[src/rtl/lamp_fsm_pkg.sv]
package lamp_fsm_pkg;
    parameter int unsigned NUM_ST = 4;
    localparam int unsigned ST_W  = $clog2(NUM_ST);

    typedef enum logic [ST_W-1:0] {
        ST_S0 = 2'b00,
        ST_S1 = 2'b01,
        ST_S2 = 2'b10,
        ST_S3 = 2'b11
    } state_t;
endpackage

[src/rtl/lamp_fsm_next.sv]
module lamp_fsm_next
    import lamp_fsm_pkg::*;
(
    input  state_t cur_st,
    input  logic   sel_a,
    input  logic   sel_b,
    output state_t nxt_st
);
    always_comb begin
        nxt_st = cur_st;
        unique case (cur_st)
            ST_S0: nxt_st = sel_a ? ST_S2 : ST_S0;              // S0_TO_S2 / S0_STAY
            ST_S1: begin
                if (!sel_b)     nxt_st = ST_S0;                 // S1_TO_S0
                else if (sel_a) nxt_st = ST_S3;                 // S1_TO_S3
                else            nxt_st = ST_S1;                 // S1_STAY
            end
            ST_S2: nxt_st = sel_b ? ST_S3 : ST_S1;              // S2_TO_S3 / S2_TO_S1
            ST_S3: begin
                if (!sel_b)     nxt_st = ST_S0;                 // S3_TO_S0
                else if (sel_a) nxt_st = ST_S3;                 // S3_STAY
                else            nxt_st = ST_S1;                 // S3_TO_S1
            end
            default: nxt_st = ST_S0;
        endcase
    end
endmodule

[src/rtl/lamp_fsm_state_reg.sv]
module lamp_fsm_state_reg
    import lamp_fsm_pkg::*;
(
    input  logic   clk,
    input  logic   rst,
    input  state_t nxt_st,
    output state_t cur_st
);
    always_ff @(posedge clk) begin
        if (rst) cur_st <= ST_S0;
        else     cur_st <= nxt_st;
    end
endmodule

[src/rtl/lamp_fsm_lamp_reg.sv]
module lamp_fsm_lamp_reg
    import lamp_fsm_pkg::*;
(
    input  logic              clk,
    input  logic              rst,
    input  state_t            cur_st,
    output logic [NUM_ST-1:0] lamp_q
);
    for (genvar g = 0; g < NUM_ST; g++) begin : g_lamp
        always_ff @(posedge clk) begin
            if (rst) lamp_q[g] <= 1'b0;
            else     lamp_q[g] <= (cur_st == state_t'(g));
        end
    end
endmodule

[src/rtl/lamp_fsm.sv]
module lamp_fsm
    import lamp_fsm_pkg::*;
(
    input  logic              clk,
    input  logic              rst,
    input  logic              sel_a,
    input  logic              sel_b,
    output logic [NUM_ST-1:0] lamp_o,
    output logic [ST_W-1:0]   state_o
);
    state_t cur_st;
    state_t nxt_st;

    lamp_fsm_next u_next (
        .cur_st (cur_st),
        .sel_a  (sel_a),
        .sel_b  (sel_b),
        .nxt_st (nxt_st)
    );

    lamp_fsm_state_reg u_state (
        .clk    (clk),
        .rst    (rst),
        .nxt_st (nxt_st),
        .cur_st (cur_st)
    );

    lamp_fsm_lamp_reg u_lamp (
        .clk    (clk),
        .rst    (rst),
        .cur_st (cur_st),
        .lamp_q (lamp_o)
    );

    assign state_o = cur_st;
endmodule

[config.mk]
export PLATFORM = sky130hd
export DESIGN_NAME = lamp_fsm
export DESIGN_NICKNAME = d
export VERILOG_FILES = /design/src/rtl/lamp_fsm_pkg.sv /design/src/rtl/lamp_fsm_next.sv /design/src/rtl/lamp_fsm_state_reg.sv /design/src/rtl/lamp_fsm_lamp_reg.sv /design/src/rtl/lamp_fsm.sv
export SDC_FILE = /design/constraint.sdc
export NUM_CORES = 1
export LEC_CHECK = 0
export ABC_AREA = 0
export ABC_CLOCK_PERIOD_IN_PS = 800
export BUFFER_PORTS_ARGS = -buffer_cell sky130_fd_sc_hd__buf_2
export CORE_AREA = 10 10 47 49
export CTS_CLUSTER_DIAMETER = 40
export DETAILED_ROUTE_END_ITERATION = 8
export DIE_AREA = 0 0 57 59
export GPL_TIMING_DRIVEN = 0
export PLACE_DENSITY = 0.32
export RECOVER_POWER = 25
export SYNTH_ARGS = -nofsm -noshare
export SYNTH_HDL_FRONTEND = slang
export SYNTH_SLANG_ARGS = --single-unit
[constraint.sdc]
create_clock -name clk -period 0.8 [get_ports clk]
set_input_delay 0.16 -clock clk [delete_from_list [all_inputs] [get_ports clk]]
set_output_delay 0.16 -clock clk [all_outputs]
set_load 0.02 [all_outputs]
* Yosys cells after proc, flatten, opt, wreduce, memory -nomap -nowiden
Cells that the tools add are included.
** Storage, ports and cells
- Flip-flop bits (word level) :: 6
- Bits in latches :: 0
- Bits in writable memories :: 0
- Bits in read-only memories :: 0
- Bits of input ports :: 4
- Output and inout port bits :: 6
- Word-level logic and storage cells :: 15
- Memories kept :: 0
** Operators by class
- $add $sub $neg :: 0
- Multipliers :: 0
- Div/mod/pow operators :: 0
- Magnitude comparators :: 0
- Equality and inequality tests :: 3
- Shifts and indexed selects :: 0
- Multiplexer cells :: 5
- Bitwise gates (word level) :: 0
- Reduce and logical (&&, ||, !) cells :: 2
** Operators with widths (number)
- 2-bit two-way mux :: 4
- 2-bit one-hot mux with 3 select lines :: 1
- 2-bit == test (second input constant) :: 2
- 2-bit by 1-bit == test with 1-bit output (second input constant) :: 1
- 2-bit zero test :: 1
- 2-bit OR reduction :: 1

* Depth between registers and ports, before layout
- Word-level depth :: 3
- Depth in mapped cells :: 2
- Depth with buffers taken out :: 2

* Modules after synthesis
A second synthesis with hierarchy kept.
** Second synthesis, totals
- Cell total of the unflattened synthesis :: 16
- Area, all modules :: 196.4 um^2
** By module, submodules not included
- lamp_fsm_lamp_reg :: times used 1, cells each 8, area each 110.1 um^2, seq. area each 80.1 um^2
- lamp_fsm_state_reg :: times used 1, cells each 4, area each 52.6 um^2, seq. area each 40.0 um^2
- lamp_fsm_next :: times used 1, cells each 4, area each 33.8 um^2, seq. area each 0.0 um^2

* Worst setup path after synthesis
OpenSTA, ideal clock, no wires.
- Path type :: register to register
- From :: register u_state.cur_st[1]
- To :: register u_state.cur_st[1]
- Setup time :: 0.123 ns
- Data arrival time :: 0.783 ns
- Required time :: 0.677 ns
- Path slack :: -0.105 ns
- Stages on the path, launching flop included :: 3
- Buffers on the path :: 0
- Clock period less this slack :: 0.905 ns
- Cell sequence :: dfxtp_1 > o21ba_2 > o32ai_2
** On the way
- Longest elaborated chain between the ends :: 3
- Elaborated cells on any way between the ends :: 6
- Those cells by class :: eq/ne: 3; mux: 1; reduce/logical: 2
** Ends and longest elaborated chain
- start, declared :: RTL line lamp_fsm_state_reg.sv:7 : output state_t cur_st
- start signal, assigned :: RTL line lamp_fsm_state_reg.sv:11 : else cur_st <= nxt_st;
- 2-bit == test or 2-bit by 1-bit == test with 1-bit output (tied branches) :: RTL line lamp_fsm_next.sv:11 : unique case (cur_st)
- 2-bit OR reduction (no source line)
- 2-bit one-hot mux with 3 select lines * :: RTL line lamp_fsm_next.sv:11
Mark *: on every way between the ends. The rest lies on a longest branch, timed or not.
A chain may end at the register's enable or synchronous reset.

* Worst setup path in the final report
- From :: register u_state.cur_st[0]
- To :: output port state_o[0]
** RTL lines
- end, declared :: RTL line lamp_fsm.sv:9 : output logic [ST_W-1:0] state_o
No word-level cell between the ends.

==> results.ini <==
[power]
ir_drop_uv = 598
powerDensity_mw_per_mm2 = 2050
p_leak_uw = 0.000159

[synth]
yosys.area_share.xor_xnor_pct = 0
ys_ff_latch = 6
syn_nets = 21
yosys_warnings = 0
synth_cells = 17
synth-simple-area-share_pct = 24.4
synth_compound_area_share_pct = 15.2
synthMuxAreaShare_pct = 0
synth-seq-area-share_pct = 58.5
synth_cell_types = 12
netlist_area_um2 = 205
synth_top_family_by_area = simple AND/OR/NAND/NOR gates
syn_area_per_cell_um2 = 12.1
synthAdderAreaFrac_pct = 0

[layout]
layout.nets = 37
final_cell_mix = buf_6 (7), dfxtp_2 (4), clkbuf_4 (3), buf_2 (3), dfxtp_4 (2)
antenna_cells = 0
syn2layout_area_growth_pct = 76.2
final_common_cell = buf_6
drive_gt1_share_pct = 77.4

[grt]
grt_max_degree = 8
gr-total-overflow = 0
grt_pass1_vias = 187
grt.total_usage_pct = 3.28
grt_pass1_wl_um = 738
antenna_found_initial = 0

[worst_hold_path]
hold_path.class = input port to flip-flop
hold_start = rst
holdPathEnd = u_state.cur_st[0]
min_delay_path_depth = 2

[timing]
skew_ns = 0.00342
period_needed_ns = 0.878
fin_crit_sh_pct = 110
rsz0062_at_grt = yes
fin_setup_tns_ns = -0.244
max_freq_mhz = 1140
fin_hold_ws_ns = 0.158
hold_violations = 0
slew_violations = 0
setup_slack_ns = -0.0778
tightest_slew_ns = 0.171
slew-limit-headroom_pct = 88.6
setup_viol = 6

[floorplanning]
die_w_um = 57
core_region_area_mm2 = 0.00140
initial_core_util_pct = 14.6
pin_count = 10
dieHeight_um = 59
fp.dieArea_mm2 = 0.00336
num_rows = 14

[routing]
drt_pass1_iterations = 2
avgViaCountPerCell = 3.60
wl_met1_um = 204
drc = 0
first_iter_violations = 1
top_layer_used = met3
finalWirelength_um = 445
post_drt_wl_per_cell_um = 9.47
ant_nets = 0
wl_met3_um = 50
met2_length_um = 189
vias = 169

[worst_setup_path]
r2r_end = u_state.cur_st[1]
slowest_stage = dfxtp_4
max_stage_delay_ns = 0.35
crit_cells = 1
critical_path_arrival_ns = 0.72
worstSetupStartpointType = flip-flop
path_cells = buf_6
critPathBufInv = 1
critical_path_class = flip-flop to output pin
crit_family = flip-flops
rrSetupSlack_ns = 0.02
rr_worst_depth = 3
cp-end-kind = output pin
reg2reg_from = u_state.cur_st[1]
cp_data_required_time_ns = 0.64
crit_path_max_fanout = 5

[cts]
cts_sinks = 6
clock_path_buffers = 2
cts_tree = done
ctsHtreeMaxLevel = 1
cts-root-buf = clkbuf_4
clk_latency_ns = 0.24
cts.clk_slew.worst_paths_ns = 0.04
cts_buffers = 3

[place]
portBuffers = 9
hpwl_um = 356
gp_congestion = 0.637

[job]
cap_violations = 0

[status]
failed_checks = setup timing
status = finished with violations

-- worst max-delay path by stage --
stage	to	start	slack [ns]
floorplan	u_state.cur_st[1]	u_state.cur_st[1]	0.02
global placement	u_state.cur_st[1]	u_state.cur_st[0]	0.05
detailed placement	u_state.cur_st[1]	u_state.cur_st[0]	0.03
CTS	state_o[0]	u_state.cur_st[0]	-0.1
global route	state_o[0]	u_state.cur_st[0]	-0.11
finish	state_o[0]	u_state.cur_st[0]	-0.08
-- repair_timing --
item                       4_1_cts  5_1_grt
hold buffers                     0        0
buffers inserted                 2        0
gates resized for setup         19        0
setup endpoints to repair        6        7
-- metal layers --
metal	up-vias	GRT usage, %
met5	-	0
met1	73	2.84
met4	0	5.03
met3	0	3.22
li1	88	-
met2	8	3.41
-- synth_stat cells, drive strengths merged --
cell	instances	area [µm²]
dfxtp	6	120
nor2	1	3.75
nor3	1	5.00
and3b	1	10.0
o32ai	1	16.3
inv	1	3.75
nand2	1	3.75
nor3b	1	7.51
a21oi	1	5.00
o21ba	1	10.0
nand2b	2	20.0
-- registers in the layout (all words and copies together) (netlist names) --
| name | count |
|---|---|
| u_lamp.lamp_q | 4 |
| u_state.cur_st | 2 |
-- per-stage QoR --
| stage | total power (µW) | instances | instance area [µm²] | worst slack [ns] | util, % |
|---|---|---|---|---|---|
| 2_1_floorplan | 401 | 17 | 208 | 0.0226 | - |
| 3_3_place_gp | 438 | 42 | 273 | 0.0492 | 19.5 |
| 3_5_place_dp | 439 | 42 | 273 | 0.0338 | 19.5 |
| 4_1_cts | 774 | 47 | 362 | -0.0980 | 25.8 |
| 5_1_grt | 808 | 47 | 362 | -0.114 | 25.8 |
| 6_report | 742 | 47 | 362 | -0.0778 | 25.8 |
-- kinds of logic after synthesis --
group,count (synthesis)
AOI/OAI and AO/OA,3
buffers and inverters,1
DFF,6
and+or+nand+nor,7
-- power by group --
group	switching (µW)	internal, µW
clock	101	169
combinational	59.6	76.4
sequential	14.2	322
-- layout make-up --
| class | instances | area, µm² |
|---|---|---|
| sequential | 6 | 133 |
| multi-input combinational | 10 | 81.3 |
| timing repair buffer | 11 | 101 |
| inverter | 1 | 3.75 |
| tap | 16 | 20.0 |
| fill | 171 | 1040 |
| clock buffer | 3 | 22.5 |
Note: power is estimated with default switching activity, not from simulation.
